[config.mk]
export PLATFORM = sky130hd
export DESIGN_NAME = sad_alias_decoder
export DESIGN_NICKNAME = d
export VERILOG_FILES = /design/src/rtl/sad_pkg.sv /design/src/rtl/sad_cfg_regs.sv /design/src/rtl/sad_window_match.sv /design/src/rtl/sad_lane_swap.sv /design/src/rtl/sad_alias_decoder.sv
export SDC_FILE = /design/constraint.sdc
export NUM_CORES = 1
export LEC_CHECK = 0
export BUFFER_PORTS_ARGS = -buffer_cell sky130_fd_sc_hd__buf_2
export CAP_MARGIN = 20
export CORE_MARGIN = 10
export CORE_UTILIZATION = 55
export DETAILED_ROUTE_END_ITERATION = 12
export GPL_TIMING_DRIVEN = 0
export MAX_ROUTING_LAYER = met4
export PLACE_DENSITY = 0.85
export REMOVE_ABC_BUFFERS = 1
export SYNTH_ARGS = -nofsm -noshare
export SYNTH_HDL_FRONTEND = slang
export SYNTH_SLANG_ARGS = --single-unit
[constraint.sdc]
create_clock -name clk_i -period 21 [get_ports clk_i]
set_input_delay 1.05 -clock clk_i [delete_from_list [all_inputs] [get_ports clk_i]]
set_output_delay 1.05 -clock clk_i [all_outputs]
set_load 0.005 [all_outputs]
[src/rtl/sad_pkg.sv]
package sad_pkg;
  localparam int unsigned CFG_AW    = 4;
  localparam logic [1:0]  K_BASE_N  = 2'd0;
  localparam logic [1:0]  K_BASE_S  = 2'd1;
  localparam logic [1:0]  K_MASK    = 2'd2;
  localparam logic [1:0]  K_MISC    = 2'd3;
  localparam logic [1:0]  MISC_EN   = 2'd0;
  localparam logic [1:0]  MISC_CTL  = 2'd1;
endpackage

[src/rtl/sad_cfg_regs.sv]
module sad_cfg_regs
  import sad_pkg::*;
#(
  parameter int unsigned N_GRP = 3,
  parameter int unsigned AW    = 32,
  parameter int unsigned PW    = 12,
  parameter logic [N_GRP*(AW-PW)-1:0] RST_BASE_N = '0,
  parameter logic [N_GRP*(AW-PW)-1:0] RST_BASE_S = '0,
  parameter logic [N_GRP*(AW-PW)-1:0] RST_MASK   = '0,
  parameter logic [2*N_GRP-1:0]       RST_EN     = '0
) (
  input  logic                           clk_i,
  input  logic                           rst_ni,
  input  logic                           we_i,
  input  logic [CFG_AW-1:0]              addr_i,
  input  logic [AW-1:0]                  wdata_i,
  output logic [AW-1:0]                  rdata_o,
  output logic [N_GRP-1:0][AW-PW-1:0]    base_n_o,
  output logic [N_GRP-1:0][AW-PW-1:0]    base_s_o,
  output logic [N_GRP-1:0][AW-PW-1:0]    mask_o,
  output logic [2*N_GRP-1:0]             en_o,
  output logic                           ctl_swap_o
);
  localparam int unsigned BW = AW - PW;

  logic [N_GRP-1:0][BW-1:0] base_n_q, base_n_d;
  logic [N_GRP-1:0][BW-1:0] base_s_q, base_s_d;
  logic [N_GRP-1:0][BW-1:0] mask_q, mask_d;
  logic [2*N_GRP-1:0]       en_q, en_d;
  logic                     ctl_q, ctl_d;
  logic [1:0]               kind;
  logic [1:0]               idx;
  logic                     idx_ok;

  assign kind   = addr_i[3:2];
  assign idx    = addr_i[1:0];
  assign idx_ok = (int'(idx) < int'(N_GRP));

  always_comb begin
    base_n_d = base_n_q;
    base_s_d = base_s_q;
    mask_d   = mask_q;
    en_d     = en_q;
    ctl_d    = ctl_q;
    if (we_i) begin
      unique case (kind)
        K_BASE_N: if (idx_ok) base_n_d[idx] = wdata_i[AW-1:PW];
        K_BASE_S: if (idx_ok) base_s_d[idx] = wdata_i[AW-1:PW];
        K_MASK:   if (idx_ok) mask_d[idx]   = wdata_i[AW-1:PW];
        default: begin
          if (idx == MISC_EN)  en_d  = wdata_i[2*N_GRP-1:0];
          if (idx == MISC_CTL) ctl_d = wdata_i[0];
        end
      endcase
    end
  end

  always_ff @(posedge clk_i or negedge rst_ni) begin
    if (!rst_ni) begin
      base_n_q <= RST_BASE_N;
      base_s_q <= RST_BASE_S;
      mask_q   <= RST_MASK;
      en_q     <= RST_EN;
      ctl_q    <= 1'b0;
    end else if (we_i) begin
      base_n_q <= base_n_d;
      base_s_q <= base_s_d;
      mask_q   <= mask_d;
      en_q     <= en_d;
      ctl_q    <= ctl_d;
    end
  end

  always_comb begin
    rdata_o = '0;
    unique case (kind)
      K_BASE_N: if (idx_ok) rdata_o = {base_n_q[idx], {PW{1'b0}}};
      K_BASE_S: if (idx_ok) rdata_o = {base_s_q[idx], {PW{1'b0}}};
      K_MASK:   if (idx_ok) rdata_o = {mask_q[idx], {PW{1'b0}}};
      default: begin
        if (idx == MISC_EN)  rdata_o = {{(AW-2*N_GRP){1'b0}}, en_q};
        if (idx == MISC_CTL) rdata_o = {{(AW-1){1'b0}}, ctl_q};
      end
    endcase
  end

  assign base_n_o   = base_n_q;
  assign base_s_o   = base_s_q;
  assign mask_o     = mask_q;
  assign en_o       = en_q;
  assign ctl_swap_o = ctl_q;

  // registers move only on a write strobe
  a_r10_hold_without_write: assert property (@(posedge clk_i) disable iff (!rst_ni)
    !we_i |=> ($stable(en_q) && $stable(ctl_q) && $stable(mask_q)));
endmodule

[src/rtl/sad_window_match.sv]
module sad_window_match #(
  parameter int unsigned BW = 20
) (
  input  logic [BW-1:0] addr_hi_i,
  input  logic [BW-1:0] base_i,
  input  logic [BW-1:0] mask_i,
  input  logic          en_i,
  output logic          hit_o
);
  assign hit_o = en_i && ((addr_hi_i & mask_i) == (base_i & mask_i));
endmodule

[src/rtl/sad_lane_swap.sv]
module sad_lane_swap #(
  parameter int unsigned DW = 32
) (
  input  logic [DW-1:0] din_i,
  output logic [DW-1:0] dout_o
);
  localparam int unsigned LANES = DW / 8;

  for (genvar l = 0; l < LANES; l++) begin : g_lane
    assign dout_o[l*8 +: 8] = din_i[(LANES-1-l)*8 +: 8];
  end
endmodule

[src/rtl/sad_alias_decoder.sv]
module sad_alias_decoder
  import sad_pkg::*;
#(
  parameter int unsigned N_GRP  = 3,
  parameter int unsigned ADDR_W = 32,
  parameter int unsigned PAGE_W = 12,
  parameter int unsigned DATA_W = 32,
  parameter logic [N_GRP*(ADDR_W-PAGE_W)-1:0] RST_BASE_N = 60'h1C000_01000_00000,
  parameter logic [N_GRP*(ADDR_W-PAGE_W)-1:0] RST_BASE_S = 60'h1C000_01000_00000,
  parameter logic [N_GRP*(ADDR_W-PAGE_W)-1:0] RST_MASK   = 60'hFF000_FF000_FF000,
  parameter logic [2*N_GRP-1:0]               RST_EN     = 6'b000111
) (
  input  logic                   clk_i,
  input  logic                   rst_ni,
  input  logic                   cfg_we_i,
  input  logic [CFG_AW-1:0]      cfg_addr_i,
  input  logic [ADDR_W-1:0]      cfg_wdata_i,
  output logic [ADDR_W-1:0]      cfg_rdata_o,
  input  logic                   req_valid_i,
  input  logic [ADDR_W-1:0]      req_addr_i,
  input  logic [DATA_W-1:0]      req_wdata_i,
  input  logic [DATA_W-1:0]      tgt_rdata_i,
  output logic                   dec_valid_o,
  output logic                   dec_hit_o,
  output logic [N_GRP-1:0]       dec_sel_o,
  output logic                   dec_swap_o,
  output logic                   dec_cfg_err_o,
  output logic [DATA_W-1:0]      dec_wdata_o,
  output logic [DATA_W-1:0]      mst_rdata_o
);
  localparam int unsigned BW = ADDR_W - PAGE_W;

  // reset: asserted asynchronously, released on the clock
  logic [1:0] rst_sync_q;
  logic       rst_n_int;

  always_ff @(posedge clk_i or negedge rst_ni) begin
    if (!rst_ni) rst_sync_q <= 2'b00;
    else         rst_sync_q <= {rst_sync_q[0], 1'b1};
  end
  assign rst_n_int = rst_sync_q[1];

  logic [N_GRP-1:0][BW-1:0] base_n, base_s, mask;
  logic [2*N_GRP-1:0]       en;
  logic                     ctl_swap;

  sad_cfg_regs #(
    .N_GRP(N_GRP), .AW(ADDR_W), .PW(PAGE_W),
    .RST_BASE_N(RST_BASE_N), .RST_BASE_S(RST_BASE_S),
    .RST_MASK(RST_MASK), .RST_EN(RST_EN)
  ) u_cfg (
    .clk_i(clk_i), .rst_ni(rst_n_int),
    .we_i(cfg_we_i), .addr_i(cfg_addr_i), .wdata_i(cfg_wdata_i),
    .rdata_o(cfg_rdata_o),
    .base_n_o(base_n), .base_s_o(base_s), .mask_o(mask),
    .en_o(en), .ctl_swap_o(ctl_swap)
  );

  logic [BW-1:0]    addr_hi;
  logic [N_GRP-1:0] hit_n, hit_s;
  assign addr_hi = req_addr_i[ADDR_W-1:PAGE_W];

  for (genvar g = 0; g < N_GRP; g++) begin : g_win
    sad_window_match #(.BW(BW)) u_pri (
      .addr_hi_i(addr_hi), .base_i(base_n[g]), .mask_i(mask[g]),
      .en_i(en[g]), .hit_o(hit_n[g])
    );
    sad_window_match #(.BW(BW)) u_ali (
      .addr_hi_i(addr_hi), .base_i(base_s[g]), .mask_i(mask[g]),
      .en_i(en[N_GRP+g]), .hit_o(hit_s[g])
    );
  end

  logic [N_GRP-1:0] sel_d;
  logic             hit_d, alias_only, swap_d, err_d;

  always_comb begin
    sel_d      = '0;
    hit_d      = 1'b0;
    alias_only = 1'b0;
    for (int g = 0; g < int'(N_GRP); g++) begin
      if (!hit_d && (hit_n[g] || hit_s[g])) begin
        sel_d[g]   = 1'b1;
        hit_d      = 1'b1;
        alias_only = hit_s[g] && !hit_n[g];
      end
    end
    swap_d = hit_d && (ctl_swap ^ alias_only);
    err_d  = |(hit_n & hit_s);
  end

  logic [DATA_W-1:0] wdata_rev, rdata_rev, wdata_d;

  sad_lane_swap #(.DW(DATA_W)) u_wswap (.din_i(req_wdata_i), .dout_o(wdata_rev));
  sad_lane_swap #(.DW(DATA_W)) u_rswap (.din_i(tgt_rdata_i), .dout_o(rdata_rev));

  assign wdata_d = swap_d ? wdata_rev : req_wdata_i;

  logic                   valid_q, hit_q, swap_q, err_q, rd_swap_q;
  logic [N_GRP-1:0]       sel_q;
  logic [DATA_W-1:0]      wdata_q;
  logic                   hit_nx, swap_nx, err_nx;
  logic [N_GRP-1:0]       sel_nx;
  logic [DATA_W-1:0]      wdata_nx;

  always_comb begin
    hit_nx   = req_valid_i ? hit_d   : 1'b0;
    sel_nx   = req_valid_i ? sel_d   : '0;
    swap_nx  = req_valid_i ? swap_d  : 1'b0;
    err_nx   = req_valid_i ? err_d   : 1'b0;
    wdata_nx = req_valid_i ? wdata_d : wdata_q;
  end

  always_ff @(posedge clk_i or negedge rst_n_int) begin
    if (!rst_n_int) begin
      valid_q <= 1'b0;
      hit_q   <= 1'b0;
      sel_q   <= '0;
      swap_q  <= 1'b0;
      err_q   <= 1'b0;
      wdata_q <= '0;
    end else begin
      valid_q <= req_valid_i;
      hit_q   <= hit_nx;
      sel_q   <= sel_nx;
      swap_q  <= swap_nx;
      err_q   <= err_nx;
      wdata_q <= wdata_nx;
    end
  end

  always_ff @(posedge clk_i or negedge rst_n_int) begin
    if (!rst_n_int)       rd_swap_q <= 1'b0;
    else if (req_valid_i) rd_swap_q <= swap_d;
  end

  assign dec_valid_o   = valid_q;
  assign dec_hit_o     = hit_q;
  assign dec_sel_o     = sel_q;
  assign dec_swap_o    = swap_q;
  assign dec_cfg_err_o = err_q;
  assign dec_wdata_o   = wdata_q;
  assign mst_rdata_o   = rd_swap_q ? rdata_rev : tgt_rdata_i;

  // one-cycle latency, no spurious results
  a_r4_latency: assert property (@(posedge clk_i) disable iff (!rst_n_int)
    req_valid_i |=> dec_valid_o);
  a_r4_no_spurious: assert property (@(posedge clk_i) disable iff (!rst_n_int)
    !req_valid_i |=> !dec_valid_o);
  // select encoding
  a_r5_sel_onehot: assert property (@(posedge clk_i) disable iff (!rst_n_int)
    $onehot0(dec_sel_o));
  a_r5_hit_matches_sel: assert property (@(posedge clk_i) disable iff (!rst_n_int)
    dec_hit_o == ($countones(dec_sel_o) == 1));
  // overlap error only on a claimed access
  a_r7_err_implies_hit: assert property (@(posedge clk_i) disable iff (!rst_n_int)
    dec_cfg_err_o |-> dec_hit_o);
  // no lane reversal on a miss
  a_r8_no_swap_on_miss: assert property (@(posedge clk_i) disable iff (!rst_n_int)
    !dec_hit_o |-> !dec_swap_o);
endmodule

==> run_results.csv, run 1 <==
group,metric,value,unit
critical_path,reg2regPathDepth,10,
yosys,synth_area_leaders,"dfrtp_1 35%, mux2_2 18%, mux2i_1 9.1%",
sta,maxSlewViolCount,0,
clock_tree,clock_sinks,229,
yosys,synth_edf_count,0,
clock_tree,clock_tree.buffer_depth,3,
critical_path,worstSetupStartpointType,"primary input",
sta,final_hold_viol_count,0,
clock_tree,clk_latency,0.56,ns
grt,grt_overflow,0,
die,placementRows,57,
yosys,synth-seq-area-share,0.422,
drt,totalWireLength,44900,um
clock_tree,cts_setup_buffers,0,
die,die_w,178,um
grt,antenna_found_initial,5,
die,io_pins,239,
status,outcome,"finished with violations",
critical_path,arrival,3.63,ns
pwr,total_power,0.00158,W
drt,drc,1,
grt,grt_busiest_layer,"met2",
clock_tree,cts-root-buf,"clkbuf_16",
pwr,clock_power_share,0.288,
yosys,synth_top_cell_area_share,0.355,
pwr,p_sw_frac,0.342,
grt,use_met2,0.445,
critical_path,path_max_fanout,36,
grt,grt_start_max_net_pins,70,
finish,syn2layout_area_growth,16.8,%
finish,finalNetCount,1573,
drt,dr.pass1.iters,11,
clock_tree,cts-resized-gates,0,
yosys,synth.distinct_cells,44,
yosys,synth_seq_cells,229,
sta,period_needed,4.68,ns
drt,drtIter0Drc,1280,
yosys,synth.most_common_cell,"mux2_2",
sta,setup_viol,0,
critical_path,end_kind,"output port",
yosys,synth_cells,1268,
sta,final.setup.tns,0,ns
placement,portBuffers,214,
die,start_util,0.561,
pwr,p_per_area,99.0,mW/mm2
drt,viasPerCell,6.38,
clock_tree,cts_buffers,25,
die,coreArea,0.0244,mm2
critical_path,setup.worst_path.class,"primary input to output port",
grt,grt_use_total,0.281,
sta,fin_crit_sh,0.223,
critical_path,rr_startpoint,"u_cfg.base_n_o[56]",
pwr,p_int,0.00104,W
placement,dp_hpwl,32500,um
hold_path,hold_class,"primary input to async pin",
yosys,ys_warn_count,0,
grt,grt_pass1_wl,67600,um
critical_path,r2r_slack,17.61,ns
pwr,power_frac_seq,0.422,
critical_path,rr_endpoint,"dec_wdata_o[6]",
sta,slew-limit-headroom,0.318,
status,violations,"design-rule violations",
yosys,synthesis.area,0.0137,mm2
pwr,switchingPower,0.000541,W
pwr,ir_drop,0.0622,mV
finish,post_route_cells_drive_above_1_share,0.391,
grt,use_met1,0.349,
sta,fmax,214,MHz
yosys,synth_area_per_cell,10.8,um2
grt,grt_pass1_vias,11379,
sta,fin_worst_skew,0.0327,ns
drt,antenna_left,0,
grt,grt_use_met3,0.0525,
clock_tree,clk_pin_slew,0.06,ns
sta,grt_setup_unrepaired,"false",
clock_tree,h-tree-depth,1,
clock_tree,ctsHoldBuffers,0,
die,die_h,178,um
yosys,synth_common_cells,"218 x mux2_2, 194 x dfrtp_1, 125 x mux2i_1",
placement,routabilityCongestion,1.04,
drt,wl_per_cell,25.2,um
run,maxCapViolations,0,
pwr,p_leak,6.97,nW
drt,vias,11379,
yosys,synthFlopType,"dfrtp_1",
sta,worst-slew-pin-transition,1.01,ns
die,dieArea,0.0316,mm2
pwr,combPwrFrac,0.290,
clock_tree,cts_tree,"yes",
yosys,async_reset_ff_frac,1.00,
yosys,yosysTopAreaCell,"dfrtp_1",
critical_path,crit_required,19.95,ns
finish,fillerInstances,1841,
==> how the worst max path moves through the flow <==
stage                  startpoint                  to  cells after the start
finish              cfg_addr_i[0]     cfg_rdata_o[24]                      9
global route        cfg_addr_i[0]     cfg_rdata_o[24]                      9
CTS                 cfg_addr_i[0]     cfg_rdata_o[24]                      9
detailed placement  cfg_addr_i[0]     cfg_rdata_o[24]                      9
global placement    rst_sync_q[1]  u_cfg.base_s_o[37]                      0
floorplan           rst_sync_q[1]       dec_cfg_err_o                      0
==> cells in the final DEF, fill, tap and decap left out, types with 22 or more instances in the layout <==
cell,Yosys,final
a22oi_1,50,50
xor2_1,111,111
mux2i_1,125,125
o21ai_0,41,41
mux2_2,218,218
nor2_1,68,63
clkbuf_16,0,25
dfstp_2,35,35
a21oi_1,22,22
dfrtp_1,194,193
buf_2,18,213
or2_2,32,32
nand4_1,28,28
nand2_1,101,101
a211oi_1,32,32
o22ai_1,22,22
==> logic make-up (layout without fill, tap and decap cells) <==
logic type,after synthesis,after routing,synth area share
xor+xnor,112,112,0.0722
flops,229,229,0.422
buf+inv,97,278,0.0345
other cells,2,12,0.000549
mux,343,343,0.271
compound gates,200,200,0.0981
simple gates,285,285,0.102
==> through the flow <==
stage	hold WS [ns]	utilization	setup WS, ns	cells	area (um2)
after floorplan	0.331	-	14.21	1178	13200
after global placement	0.339	0.604	11.64	1716	14700
after detailed placement	0.336	0.619	16.36	1733	15100
after CTS	0.257	0.654	16.36	1777	15900
after global routing	0.265	0.655	16.17	1783	16000
final	0.265	0.655	16.32	1783	16000
==> cell type report <==
cell class,instances,area [um2],area share
well taps,324,405,0.0254
diodes,5,12.5,0.000783
clock buffers,39,748,0.0468
repair buffers,232,1450,0.0909
flip-flops and latches,229,5780,0.361
clock inverters,5,90.1,0.00563
inverters,2,7.51,0.000470
multi-input cells,947,7490,0.469
==> critical path, cell delays in order <==
cell and delay, ns:
buf_2 0.54, buf_12 0.29, nor2b_4 0.71, buf_12 0.30, nand2_1 0.08, o211ai_1 0.09, o21ai_0 0.16, o22ai_1 0.20
buf_2 0.15
==> sequential cells by signal, summed over array words and instances (netlist names) <==
| name | cells |
|---|---|
| u_cfg.en_o | 6 |
| u_cfg.base_s_o | 60 |
| rd_swap_q | 1 |
| dec_cfg_err_o | 1 |
| rst_sync_q | 2 |
| dec_swap_o | 1 |
| u_cfg.base_n_o | 60 |
| dec_hit_o | 1 |
| dec_wdata_o | 32 |
| dec_sel_o | 3 |
| u_cfg.ctl_swap_o | 1 |
| dec_valid_o | 1 |
| u_cfg.mask_o | 60 |
==> power by group through the flow <==
stage	Combinational, W	Clock [W]	Sequential [W]
floorplan	0.000280	0	0.000644
global placement	0.000419	0	0.000670
detailed placement	0.000444	0	0.000670
CTS	0.000448	0.000457	0.000665
global route	0.000491	0.000475	0.000680
finish	0.000459	0.000456	0.000667
==> routing by layer <==
layer | vias to the layer above | routed length, um
li1 | 4943 | -
met1 | 5647 | 17300
met5 | - | 0
met2 | 656 | 21800
met4 | 0 | 1800
met3 | 133 | 3920
Note: power is estimated with default switching activity, not from simulation.
==> run 2: changes to the inputs <==
==> constraint.sdc (replaced) <==
create_clock -name clk_i -period 4.8 [get_ports clk_i]
set_input_delay 0.24 -clock clk_i [delete_from_list [all_inputs] [get_ports clk_i]]
set_output_delay 0.24 -clock clk_i [all_outputs]
set_load 0.005 [all_outputs]
==> run 2 against run 1 <==
The flow now finishes without violations. Power rose to 4.4 times the previous value. Cell count rose by 0.39%. Wire length grew 0.14%. Via count increased by 0.68%. Sequential power rose to 4.4 times the previous value. Global-route usage up 0.070 points. Largest cell class unchanged. Largest power group unchanged. Worst setup slack lost 15 ns. Critical path depth up 1. First-iteration DRC count rose by 0.47%. Clock skew fell by 0.0031 ns. Clock-buffer cell count unchanged. Hold slack lost 0.23 ns.
==> run_results.csv, run 2 (synthesis gave the netlist of run 1 again) <==
group,metric,value,unit
status,outcome,"complete, no violations",
placement,dp_hpwl,32500,um
finish,layout_common_cells,"218 x mux2_2, 213 x buf_2, 193 x dfrtp_1, 125 x mux2i_1, 111 x xor2_1",
critical_path,rr_endpoint,"dec_wdata_o[4]",
die,dieArea,0.0316,mm2
clock_tree,cts_setup_buffers,0,
pwr,p_int,0.00456,W
sta,fmax,293,MHz
critical_path,arrival,3.86,ns
critical_path,end_kind,"register",
finish,layout_commonest_cell,"mux2_2",
pwr,ir_drop,0.272,mV
sta,fin_crit_sh,0.710,
grt,grt_pass1_vias,11445,
critical_path,rr_startpoint,"u_cfg.base_n_o[56]",
drt,vias,11456,
grt,grt_pass1_wl,67900,um
sta,maxSlewViolCount,0,
die,placementRows,57,
drt,viasPerCell,6.40,
clock_tree,clock_tree.buffer_depth,3,
clock_tree,cts_buffers,25,
critical_path,cpMostUsedCell,"buf_8",
run,maxCapViolations,0,
placement,routabilityCongestion,1.04,
finish,multi_input_area,0.00749,mm2
finish,post_route_cells_drive_above_1_share,0.389,
critical_path,crit_required,5.26,ns
critical_path,reg2regPathDepth,10,
sta,fin_worst_skew,0.0296,ns
die,die_w,178,um
critical_path,setup.worst_path.class,"register to register",
clock_tree,h-tree-depth,1,
clock_tree,cts-root-buf,"clkbuf_16",
critical_path,r2r_slack,1.39,ns
sta,setup_viol,0,
clock_tree,clk_latency,0.55,ns
pwr,combPwrFrac,0.291,
finish,finalNetCount,1581,
finish,fin_area,0.0161,mm2
pwr,total_power,0.00692,W
grt,antenna_found_initial,3,
hold_path,hp-start,"req_wdata_i[25]",
finish,syn2layout_area_growth,17.3,%
pwr,p_per_area,431,mW/mm2
drt,totalWireLength,44900,um
die,coreArea,0.0244,mm2
placement,portBuffers,214,
die,die_h,178,um
sta,slew-limit-headroom,0.292,
pwr,p_sw_frac,0.341,
finish,fin_util,0.659,
pwr,switchingPower,0.00236,W
critical_path,cpPeakStageDelay,0.70,ns
critical_path,path_max_fanout,15,
drt,drc,0,
sta,worst-slew-pin-transition,1.05,ns
critical_path,slowest_stage,"a211oi_4",
drt,dr.pass1.iters,7,
die,io_pins,239,
critical_path,worstSetupStartpointType,"register",
sta,period_needed,3.41,ns
drt,drtIter0Drc,1286,
pwr,p_leak,7.00,nW
pwr,power_frac_seq,0.422,
drt,wl_per_cell,25.1,um
grt,grt_use_total,0.281,
critical_path,cp_cell_sequence,"xor2_1 -> a222oi_1 -> nand4_1 -> nor3_1 -> or4_4 -> a211oi_4 -> buf_8 -> buf_8 -> mux2i_1 -> a211oi_1",
hold_path,hold_end,"dec_wdata_o[25]",
die,start_util,0.561,
pwr,clock_power_share,0.287,
hold_path,hold_class,"primary input to register",
grt,grt_start_max_net_pins,70,
clock_tree,cts_tree,"yes",
clock_tree,clk_pin_slew,0.06,ns
finish,fillerInstances,1831,
grt,grt_overflow,0,
drt,antenna_left,0,
sta,grt_setup_unrepaired,"false",
finish,regArea,0.00578,mm2
sta,final_hold_viol_count,0,
hold_path,holdPathStages,3,
clock_tree,clock_sinks,229,
placement,place_area,0.0151,mm2
## run 2: what timing repair did
| action | 4_1_cts | 5_1_grt |
|---|---|---|
| setup endpoints to repair | 0 | 0 |
| resized for setup | 0 | 0 |
| hold buffers | 8 | 0 |
| hold endpoints to repair | 9 | 0 |
## run 2: worst max path at each step
stage	from	to	slack (ns)	cells past startpoint
after CTS	u_cfg.base_n_o[56]	dec_wdata_o[6]	1.42	10
final	u_cfg.base_n_o[56]	dec_wdata_o[4]	1.39	10
after global placement	rst_sync_q[1]	u_cfg.base_s_o[37]	-4.56	0
after detailed placement	cfg_addr_i[0]	u_cfg.mask_o[29]	1.39	7
after global routing	u_cfg.base_n_o[56]	dec_wdata_o[4]	1.27	10
after floorplan	rst_sync_q[1]	dec_cfg_err_o	-1.99	0
## run 2: layer usage
metal | part of all wire | up-vias | track usage
met5 | 0 | - | -
met4 | 0.040 | 0 | 0.108
met3 | 0.086 | 146 | 0.0521
met2 | 0.49 | 654 | 0.448
met1 | 0.39 | 5706 | 0.350
li1 | - | 4950 | -
## run 2: power groups by stage
stage                     clock, W  combinational (W)  sequential [W]
after global placement           0            0.00184         0.00293
final                      0.00199            0.00202         0.00292
after detailed placement         0            0.00194         0.00293
after global routing       0.00208            0.00216         0.00298
after CTS                  0.00200            0.00197         0.00291
after floorplan                  0            0.00122         0.00282
## run 2: stage by stage
step	hold slack, ns	setup slack (ns)	setup TNS, ns	std cells
final	0.0371	1.39	0	1790
after global routing	0.0479	1.27	0	1789
after CTS	0.0253	1.42	0	1785
after detailed placement	0.0264	1.39	0	1733
after global placement	0.0250	-4.56	-1166.40	1716
after floorplan	-0.0556	-1.99	-387.96	1178
## run 2: worst max-delay path, delay by kind of cell, from the launching register on
family	cells	cell delay, ns
XOR/XNOR	1	0.30
multiplexers	1	0.10
flip-flops	1	0.55
buffers and inverters	2	0.45
AND/OR/NAND/NOR	3	0.77
AO/OA/AOI/OAI	3	1.14
## run 2: cell type report
cell class	instances	area share
multi-input combinational	947	0.466
sequential	229	0.360
timing repair buffer	240	0.0955
clock buffer	39	0.0466
tap	324	0.0252
clock inverter	5	0.00561
antenna	4	0.000623
inverter	2	0.000467
